[src/rtl/ptc_pkg.sv]
package ptc_pkg;
  localparam int DATA_W   = 8;
  localparam int ADDR_W   = 12;
  localparam int HI_W     = ADDR_W - DATA_W;
  localparam int NUM_REGS = 8;
  localparam int SLOT_W   = $clog2(NUM_REGS);
  localparam int RUN_BASE = 3;
  localparam logic [ADDR_W-1:0] RUN_START = 12'h0E0;

  typedef struct packed {
    logic              hit;
    logic [SLOT_W-1:0] slot;
  } slot_sel_t;

  // Address held by register slot i.
  function automatic logic [ADDR_W-1:0] reg_addr(input int i);
    logic [ADDR_W-1:0] a;
    case (i)
      0:       a = 12'h001;
      1:       a = 12'h002;
      2:       a = 12'h008;
      default: a = RUN_START + ADDR_W'(i - RUN_BASE);
    endcase
    return a;
  endfunction

  // Turns a 12-bit address into a hit flag and a slot number.
  function automatic slot_sel_t map_addr(input logic [ADDR_W-1:0] a);
    slot_sel_t r;
    r.hit  = 1'b0;
    r.slot = '0;
    for (int i = 0; i < NUM_REGS; i++) begin
      if (a == reg_addr(i)) begin
        r.hit  = 1'b1;
        r.slot = SLOT_W'(i);
      end
    end
    return r;
  endfunction

  function automatic logic [ADDR_W-1:0] join_addr(input logic [HI_W-1:0] hi,
                                                  input logic [DATA_W-1:0] lo);
    return {hi, lo};
  endfunction
endpackage

[src/rtl/ptc_sync.sv]
module ptc_sync #(
  parameter int W      = 1,
  parameter int STAGES = 2
) (
  input  logic         clk,
  input  logic         rst_n,
  input  logic [W-1:0] d,
  output logic [W-1:0] q
);
  logic [W-1:0] chain [STAGES];

  always_ff @(posedge clk or negedge rst_n) begin
    if (!rst_n) begin
      for (int k = 0; k < STAGES; k++) chain[k] <= '0;
    end else begin
      chain[0] <= d;
      for (int k = 1; k < STAGES; k++) chain[k] <= chain[k-1];
    end
  end

  assign q = chain[STAGES-1];
endmodule

[src/rtl/ptc_edge.sv]
module ptc_edge (
  input  logic clk,
  input  logic rst_n,
  input  logic clk_s,
  input  logic en_s,
  input  logic clr_s,
  output logic code_evt,
  output logic data_evt
);
  logic clk_d;

  always_ff @(posedge clk or negedge rst_n) begin
    if (!rst_n) clk_d <= 1'b0;
    else        clk_d <= clk_s;
  end

  logic fall_seen, rise_seen;
  assign fall_seen = clk_d & ~clk_s;
  assign rise_seen = ~clk_d & clk_s;

  // The clear input suppresses every event while it is high.
  assign code_evt = fall_seen &  en_s & ~clr_s;
  assign data_evt = rise_seen & ~en_s & ~clr_s;
endmodule

[src/rtl/ptc_addr_ctl.sv]
module ptc_addr_ctl
  import ptc_pkg::*;
(
  input  logic              clk,
  input  logic              rst_n,
  input  logic              clr_s,
  input  logic              code_evt,
  input  logic              data_evt,
  input  logic [DATA_W-1:0] din_s,
  output logic [DATA_W-1:0] code_q,
  output logic [HI_W-1:0]   upper_q,
  output logic              pfx_wr,
  output logic              reg_we,
  output logic              addr_hit,
  output logic [SLOT_W-1:0] addr_slot
);
  logic              code_is_pfx;
  logic [ADDR_W-1:0] full_addr;
  slot_sel_t         sel;

  assign code_is_pfx = (code_q == '0);
  assign full_addr   = join_addr(upper_q, code_q);
  assign sel         = map_addr(full_addr);
  assign addr_hit    = sel.hit;
  assign addr_slot   = sel.slot;
  assign pfx_wr      = data_evt &  code_is_pfx;
  assign reg_we      = data_evt & ~code_is_pfx & sel.hit;

  always_ff @(posedge clk or negedge rst_n) begin
    if (!rst_n) begin
      code_q  <= '0;
      upper_q <= '0;
    end else if (clr_s) begin
      code_q  <= '0;
      upper_q <= '0;
    end else begin
      if (code_evt) code_q  <= din_s;
      if (pfx_wr)   upper_q <= din_s[HI_W-1:0];
    end
  end
endmodule

[src/rtl/ptc_regfile.sv]
module ptc_regfile
  import ptc_pkg::*;
(
  input  logic              clk,
  input  logic              rst_n,
  input  logic              clr_s,
  input  logic              we,
  input  logic              hit,
  input  logic [SLOT_W-1:0] slot,
  input  logic [DATA_W-1:0] wdata,
  output logic [DATA_W-1:0] rdata
);
  logic [DATA_W-1:0] regs [NUM_REGS];

  for (genvar g = 0; g < NUM_REGS; g++) begin : g_reg
    always_ff @(posedge clk or negedge rst_n) begin
      if (!rst_n)                                 regs[g] <= '0;
      else if (clr_s)                             regs[g] <= '0;
      else if (we && (slot == SLOT_W'(g)))        regs[g] <= wdata;
    end
  end

  assign rdata = hit ? regs[slot] : '0;
endmodule

[src/rtl/ptc_regif.sv]
module ptc_regif
  import ptc_pkg::*;
#(
  parameter int SYNC_STAGES = 2
) (
  input  logic              clk,
  input  logic              rst_n,
  input  logic              tst_clk,
  input  logic              tst_en,
  input  logic [DATA_W-1:0] tst_din,
  input  logic              tst_clr,
  output logic [DATA_W-1:0] tst_dout
);
  localparam int SYNC_W = DATA_W + 3;

  logic [SYNC_W-1:0] raw_bus, sync_bus;
  logic              clk_s, en_s, clr_s;
  logic [DATA_W-1:0] din_s;

  assign raw_bus = {tst_clr, tst_en, tst_clk, tst_din};
  assign {clr_s, en_s, clk_s, din_s} = sync_bus;

  ptc_sync #(.W(SYNC_W), .STAGES(SYNC_STAGES)) u_sync (
    .clk(clk), .rst_n(rst_n), .d(raw_bus), .q(sync_bus)
  );

  logic code_evt, data_evt;

  ptc_edge u_edge (
    .clk(clk), .rst_n(rst_n), .clk_s(clk_s), .en_s(en_s), .clr_s(clr_s),
    .code_evt(code_evt), .data_evt(data_evt)
  );

  logic [DATA_W-1:0] code_q;
  logic [HI_W-1:0]   upper_q;
  logic              pfx_wr, reg_we, addr_hit;
  logic [SLOT_W-1:0] addr_slot;

  ptc_addr_ctl u_addr (
    .clk(clk), .rst_n(rst_n), .clr_s(clr_s),
    .code_evt(code_evt), .data_evt(data_evt), .din_s(din_s),
    .code_q(code_q), .upper_q(upper_q), .pfx_wr(pfx_wr),
    .reg_we(reg_we), .addr_hit(addr_hit), .addr_slot(addr_slot)
  );

  ptc_regfile u_rf (
    .clk(clk), .rst_n(rst_n), .clr_s(clr_s),
    .we(reg_we), .hit(addr_hit), .slot(addr_slot),
    .wdata(din_s), .rdata(tst_dout)
  );
endmodule

[config.mk]
export PLATFORM = sky130hd
export DESIGN_NAME = ptc_regif
export DESIGN_NICKNAME = d
export VERILOG_FILES = /design/src/rtl/ptc_pkg.sv /design/src/rtl/ptc_sync.sv /design/src/rtl/ptc_edge.sv /design/src/rtl/ptc_addr_ctl.sv /design/src/rtl/ptc_regfile.sv /design/src/rtl/ptc_regif.sv
export SDC_FILE = /design/constraint.sdc
export NUM_CORES = 1
export LEC_CHECK = 0
export ABC_CLOCK_PERIOD_IN_PS = 3400
export BUFFER_PORTS_ARGS = -buffer_cell sky130_fd_sc_hd__buf_2
export CAP_MARGIN = 20
export CORE_MARGIN = 4
export CORE_UTILIZATION = 55
export CTS_BUF_LIST = sky130_fd_sc_hd__clkbuf_8 sky130_fd_sc_hd__clkbuf_16
export CTS_CLUSTER_DIAMETER = 150
export CTS_CLUSTER_SIZE = 8
export DETAILED_ROUTE_END_ITERATION = 8
export PLACE_DENSITY = 0.77
export SLEW_MARGIN = 20
export SYNTH_ARGS = -nofsm -noshare
export SYNTH_HDL_FRONTEND = slang
export SYNTH_HIERARCHICAL = 1
export SYNTH_SLANG_ARGS = --single-unit
[constraint.sdc]
create_clock -name clk -period 3.4 [get_ports clk]
set_clock_uncertainty 0.05 [all_clocks]
set_input_delay 0.34 -clock clk [delete_from_list [all_inputs] [get_ports clk]]
set_output_delay 0.34 -clock clk [all_outputs]
set_load 0.02 [all_outputs]
* Word level (Yosys, flattened, before mapping)
Index checks and enable logic that the tools add are counted.
Widths: inputs -> output; s select.
** Storage, ports and cells
- Memory bits (read-only) :: 0
- Input bits :: 13
- Output and inout port bits :: 8
- Logic and storage cells :: 96
- Memories :: 0
- Memory bits (writable) :: 0
- Register bits after elaboration :: 99
- Bits in latches :: 0
** Operators by class
- Bitwise gates (word level) :: 15
- Reduce and logical (&&, ||, !) cells :: 20
- Add/sub/neg operators :: 0
- Shift-type cells :: 0
- Divide/modulo/power cells :: 0
- Mux-type cells :: 32
- $mul :: 0
- Magnitude comparators :: 1
- Equal/unequal tests :: 15
** Operator list (count)
- $mux 8 :: 21
- $eq 12x8->1 const B :: 5
- $mux 4 :: 10
- $bmux 8 s3 :: 1
- $reduce_bool 2->1 :: 10
- $eq 12x1->1 const B :: 1
- $eq 12x2->1 const B :: 1
- $eq 12x4->1 const B :: 1
- $eq 3x3->1 const B :: 4
- $and 1x1->1 :: 9
- $logic_and 1x1->1 :: 8
- $logic_not 8->1 :: 1
- $eq 3x2->1 const B :: 2
- $not 1->1 :: 5
- $ge 4x4->1 const B :: 1
- $not 3->4 :: 1
- $eq 3x1->1 const B :: 1
- $logic_not 3->1 :: 1

* Logic depth before layout (Yosys ltp)
Gate-level depths: netlist (run 1).
- Word-level depth :: 14
- Depth in mapped cells :: 11
- Depth with buffers taken out :: 7

* Hierarchy
Netlist (run 1), hierarchy kept.
** By module, submodules not included
- ptc_regfile :: area an instance 3309.4 µm², sequential area each 1601.5 µm², instances 1, cells each 328
- ptc_addr_ctl :: area an instance 675.6 µm², sequential area each 300.3 µm², instances 1, cells each 67
- ptc_sync :: area an instance 633.1 µm², sequential area each 550.5 µm², instances 1, cells each 33
- ptc_edge :: area an instance 52.6 µm², sequential area each 25.0 µm², instances 1, cells each 3

* Least setup slack after synthesis (run 1)
Ideal clock, no wire load.
- Path kind :: register to output
- Start point :: register u_addr.upper_q[1]
- End point :: output tst_dout[3]
- Data required time :: 3.010 ns
- Stages on the path, launching flop included :: 8
- Arrival time :: 2.307 ns
- Path buffers :: 1
- Slack :: 0.703 ns
- Path through :: dfrtp_1 or4_1 nor2_1 and3_1 buf_6 mux4_2 o22ai_1 nor2_1
** Between the ends
- Longest elaborated chain between the ends :: 13
- Elaborated cells between the ends (all ways) :: 21
- Those cells by class :: eq/ne: 8; mux: 12; bitwise: 1
** RTL lines
- start: declaration :: line ptc_addr_ctl.sv:11 : output logic [HI_W-1:0] upper_q,
- start signal: assignment :: line ptc_addr_ctl.sv:38 : if (pfx_wr) upper_q <= din_s[HI_W-1:0];
- $eq 12x2->1 :: line ptc_pkg.sv:33 : if (a == reg_addr(i)) begin
- $mux 4 (6 in series) :: line ptc_pkg.sv:33
- $mux 4 (*) :: line ptc_pkg.sv:33
- net addr_slot[0] :: line ptc_regif.sv:37 : logic [SLOT_W-1:0] addr_slot;
- $not 3->4 (not written as such) (*) :: line ptc_regfile.sv:23 : assign rdata = hit ? regs[slot] : '0;
- $bmux 8 s3 (*) :: line ptc_regfile.sv:23
- $mux 8 (not written as such) (*) (2 in series) :: line ptc_regfile.sv:23
- $mux 8 (*) :: line ptc_regfile.sv:23
- end: declaration :: line ptc_regif.sv:12 : output logic [DATA_W-1:0] tst_dout
Mark *: on every way through the listed nets, which the timed path passes. The rest lies on a longest branch. The select of a mux whose other input is x is not followed.

* Worst setup path in the final report (run 1)
- Start point :: register u_addr.code_q[4]
- End point :: output tst_dout[3]
** Between the ends
- Longest elaborated chain between the ends :: 13
- Elaborated cells between the ends (all ways) :: 21
- Those cells by class :: eq/ne: 8; mux: 12; bitwise: 1
** RTL lines
- start: declaration :: line ptc_addr_ctl.sv:10 : output logic [DATA_W-1:0] code_q,
- start signal: assignment :: line ptc_addr_ctl.sv:37 : if (code_evt) code_q <= din_s;
- $eq 12x2->1 :: line ptc_pkg.sv:33
- $mux 4 (6 in series) :: line ptc_pkg.sv:33
- $mux 4 (*) :: line ptc_pkg.sv:33
- net addr_slot[1] :: line ptc_regif.sv:37
- $not 3->4 (not written as such) (*) :: line ptc_regfile.sv:23
- $bmux 8 s3 (*) :: line ptc_regfile.sv:23
- $mux 8 (not written as such) (*) (2 in series) :: line ptc_regfile.sv:23
- $mux 8 (*) :: line ptc_regfile.sv:23
Marks and branches as above.

==> flow_summary.ini, run 1 <==
[worst_setup_path]
path_buf_inv = 2
worstPathRequired_ns = 3.01
crit_type = reg -> out
cp_cell_sequence = or4_1, mux2i_1, nand3b_1, o21ai_4, buf_12, mux2_2, o21ai_0, nor2_1, buf_2
path_max_fanout = 19
cpPeakStageDelay_ns = 0.56
arrival_ns = 2.91
endpoint_kind = output pin
crit_path_top_delay_cell = or4_1
cp_top_family = simple AND/OR/NAND/NOR gates
startpoint_type = register

[sta]
max_freq_mhz = 303
setup_viol_count_final = 0
min_period_ns = 3.30
holdWs_ns = -0.0108
finalMaxSlewViolations = 0
slew_headroom_pct = 46.4
hold_viol_final = 6
worst_slack_ns = 0.102
period_share_pct = 97.0
worst_pin_slew_ns = 0.803

[worst_hold_path]
min_path_type = in -> async

[floorplan]
die_area_um2 = 10000
fp.dieW_um = 100
core_um2 = 8220
die_h_um = 100
ioPinCount = 21
initial_core_util_pct = 56.8
rows = 33

[grt]
grt_pass1_vias = 3157
track_usage_pct = 21.1
antenna_found_initial = 0
overflow = 0
grt_pass1_wl_mm = 16.3
grt_max_degree = 78

[route]
route.detailed.drc = 0
drtIter0Drc = 213
drt_wl_total_mm = 9.79
wire_per_inst_um = 18.1
vias_per_cell = 5.90
first_pass_iters = 5
num_vias = 3193
drtAntennaViolNets = 0

[power_and_ir_drop]
power_density_nw_per_um2 = 409
ir_drop_mv = 0.245
p_leak_nw = 2.18
total_power_mw = 2.05

[run_status]
status = finished, violations left
violations = hold timing

[placement]
place.gp.congestion = 0.842
place_ws_ns = 0.420
dp.cells = 515
io_buffers = 20
dp.final_hpwl_mm = 6.31

[clock_network]
numCtsBuffers = 9
cts_root_buf = clkbuf_8
htreeDepth = 3
ctsLongestPathBuffers = 2
clock_sinks = 99
clkTransAtPathRegs_ns = 0.11
insertion_delay_ns = 0.38
cts_tree = yes

[cells_and_area]
antenna_cells = 0
fillers = 643
multi_input_area_um2 = 1900
seqCellArea_um2 = 2480
layout.nets = 444
layout-drive-gt1-share_pct = 19.7
areaGrowthSynthToFinish_pct = 7.21
final_cells = 541

[synthesis]
syn_area_um2 = 4670
syn_avg_cell_area_um2 = 10.9
syn_inst = 430
ys_warn_count = 6
synth.net_count = 443

[job]
maxCapViolations = 0
-- power by group --
| part | internal, mW | total, mW | leakage (nW) | switching (mW) |
|---|---|---|---|---|
| clock network | 0.287 | 0.736 | 0.0986 | 0.449 |
| registers | 1.19 | 1.22 | 1.33 | 0.0252 |
| logic | 0.0339 | 0.0939 | 0.758 | 0.0600 |
-- worst reg2reg max path, stage by stage (launching register included) --
cell and delay (ns):
dfrtp_1 0.48, or3b_4 0.45, a2111oi_4 0.43, a21oi_2 0.07, a21oi_1 0.41, and4bb_1 0.65
mux2i_1 0.27, nor2_1 0.06
-- flip-flops by register name, indices dropped and copies added, names as in the netlist --
signal          count
u_sync/q           11
u_rf/regs          64
u_edge/clk_d        1
u_sync/chain       11
u_addr/upper_q      4
u_addr/code_q       8
-- worst paths after layout --
path / startpoint / endpoint / slack [ns] / cells past startpoint
setup / recovery: u_addr/code_q[4] / tst_dout[3] / 0.10 / 9
hold / removal: rst_n / u_rf/regs[25] / -0.01 / 1
setup reg to reg: u_addr/code_q[1] / u_rf/regs[53] / 0.41 / 7
hold reg to reg: u_sync/chain[19] / u_sync/q[8] / 0.30 / 0
max in group asynchronous: rst_n / u_rf/regs[20] / 2.64 / 2
min in group clk: tst_din[6] / u_sync/chain[17] / 0.02 / 1
-- metal layers --
layer / vias up / track usage [%] / part of all wire, %
met3: 17 / 3.75 / 4.5
met5: - / 0 / 0
met2: 90 / 31.9 / 49
met4: 0 / 10.3 / 1.9
li1: 1467 / - / -
met1: 1619 / 29.6 / 45
-- cell type report --
class	count	area share, %
clock inverter	7	1.33
clock buffer	9	2.48
multi-input combinational	284	38.0
tap	105	2.63
sequential	99	49.5
timing repair buffer	37	6.08
-- layout by cell type (no fill, tap or decap), types with 2 or more instances in the layout --
master and n:
o21ai_1 2, nand2_1 87, and4b_1 3, clkbuf_8 9, dlygate4sd3_1 8, nand4b_1 2, clkinv_4 2, inv_8 2
mux4_2 8, nor3_1 2, and4bb_2 3, dfrtp_1 98, mux2_2 16, nor2_1 44, buf_12 2, a21oi_1 42
nand4b_2 2, o22ai_1 8, buf_4 5, o21ai_0 7, mux2i_1 37, inv_6 3, buf_2 19
-- repair_timing --
action                     in CTS  in global routing
setup endpoints to repair       4                  8
gates cloned                    0                  1
hold endpoints to repair        7                  1
gates resized for setup         2                  8
setup buffers                   0                  1
hold buffers                    7                  1
pin swaps                       0                  0
-- stage by stage --
step | instance area (um^2) | TNS (ns) | util (%)
after floorplan | 4670 | 0 | -
after global placement | 4670 | 0 | 56.9
after detailed placement | 4670 | 0 | 56.9
after CTS | 4940 | 0 | 60.1
after global routing | 5000 | -0.0000964 | 60.9
final | 5000 | 0 | 60.9
(Power assumes the default switching activity.)
==> inputs of run 2 (changes only) <==
- CTS_BUF_LIST: sky130_fd_sc_hd__clkbuf_8 sky130_fd_sc_hd__clkbuf_16 -> sky130_fd_sc_hd__clkbuf_8
- PLACE_DENSITY: 0.77 -> 0.81
- SETUP_SLACK_MARGIN: unset -> 0.02
==> flow_summary.ini, run 2 (same netlist as run 1, synthesis figures left out) <==
[run_status]
status = completed

[route]
first_pass_iters = 6
num_vias = 3213
route.detailed.drc = 0
drtAntennaViolNets = 0
drtIter0Drc = 244
vias_per_cell = 6.03
wire_per_inst_um = 18.3
drt_wl_total_mm = 9.75

[sta]
finalSetupTns_ns = 0
setup_viol_count_final = 0
min_period_ns = 3.22
hold_viol_final = 0
rsz0062_at_grt = false
finalMaxSlewViolations = 0
worst_pin_slew_ns = 0.786
max_freq_mhz = 311
period_share_pct = 94.6
slew_headroom_pct = 47.6

[cells_and_area]
final_cell_mix = dfrtp_1, nand2_1, nor2_1
fillers = 662
final_common_cell = dfrtp_1
layout-drive-gt1-share_pct = 19.9
seqCellArea_um2 = 2480
largest_reg_flops = 64
areaGrowthSynthToFinish_pct = 4.85
layout.nets = 436
multi_input_area_um2 = 1890
antenna_cells = 0
largest_register = u_rf/regs

[clock_network]
clock_sinks = 99
htreeDepth = 3
insertion_delay_ns = 0.36
numCtsBuffers = 9
cts_setup_buffers = 0
cts_tree = yes
cts_root_buf = clkbuf_8
ctsLongestPathBuffers = 2
clkTransAtPathRegs_ns = 0.09

[power_and_ir_drop]
total_power_mw = 2.06
ir_drop_mv = 0.278
power_density_nw_per_um2 = 421
p_leak_nw = 2.15

[floorplan]
ioPinCount = 21
die_h_um = 100
core_um2 = 8220
initial_core_util_pct = 56.8
fp.dieW_um = 100
rows = 33
die_area_um2 = 10000

[worst_setup_path]
worstPathRequired_ns = 3.01
endpoint_kind = output pin
crit_type = reg -> out
startpoint_type = register
arrival_ns = 2.83
path_max_fanout = 23

[grt]
track_usage_pct = 20.9
grt_pass1_wl_mm = 16.3
grt_max_degree = 78
antenna_found_initial = 0
grt_pass1_vias = 3299
overflow = 0

[placement]
dp.final_hpwl_mm = 6.53
place.gp.congestion = 0.855
io_buffers = 20

[worst_hold_path]
min_path_type = in -> reg

[job]
maxCapViolations = 0
-- run 2: metrics by stage --
step           utilization (%)  std cells  hold WS [ns]  setup WS, ns  area (um^2)
6_report                  59.6        533        0.0333         0.183         4890
5_1_grt                   59.6        533        0.0154        0.0356         4890
2_1_floorplan                -        430      -0.00559         0.703         4670
4_1_cts                   59.4        533        0.0186        0.0328         4880
3_5_place_dp              56.8        516         0.285         0.432         4670
3_3_place_gp              56.8        516         0.282         0.493         4670
-- run 2: worst max-delay path, stage by stage (launching register included) --
cell and delay, ns:
dfrtp_1 0.49, or3b_4 0.46, a2111oi_4 0.42, buf_4 0.35
nand2_1 0.25, o21ai_0 0.27, nor2_1 0.07, buf_2 0.16
-- run 2: worst paths after layout --
kind / start / end / slack (ns) / cells past startpoint
min in group asynchronous: rst_n / u_rf/regs[1] / 0.51 / 2
setup reg to reg: u_addr/code_q[1] / u_rf/regs[54] / 0.50 / 8
hold reg to reg: u_sync/chain[13] / u_sync/q[2] / 0.30 / 0
setup / recovery: u_addr/code_q[1] / tst_dout[7] / 0.18 / 7
max in group asynchronous: rst_n / u_rf/regs[38] / 2.03 / 3
hold / removal: tst_en / u_sync/chain[20] / 0.03 / 1
-- run 2: cell type report --
class,count,share of cell area [%]
Tap cell,105,2.68
Clock inverter,6,1.28
Clock buffer,10,2.81
Multi-Input combinational cell,284,38.6
Timing Repair Buffer,29,3.94
Sequential cell,99,50.7
-- run 2: power by group --
part | leakage, nW | total [mW] | switching [mW] | internal (mW)
clock network | 0.107 | 0.761 | 0.399 | 0.362
registers | 1.33 | 1.22 | 0.0241 | 1.19
logic | 0.713 | 0.0838 | 0.0575 | 0.0263
total | 2.15 | 2.06 | 0.481 | 1.58
-- run 2: per-layer routing --
| metal | track usage [%] | part of all wire (%) | vias to the layer above |
|---|---|---|---|
| met3 | 3.61 | 6.9 | 19 |
| met2 | 32.9 | 49 | 128 |
| met5 | 0 | 0 | - |
| li1 | - | - | 1442 |
| met1 | 28.7 | 42 | 1624 |
| met4 | 9.43 | 2.2 | 0 |
-- run 2: timing repair --
item | CTS | global route
endpoints found under the setup margin | 0 | 8
hold endpoints to repair | 53 | 0
gates resized for setup | 0 | 5
hold buffers | 1 | 0
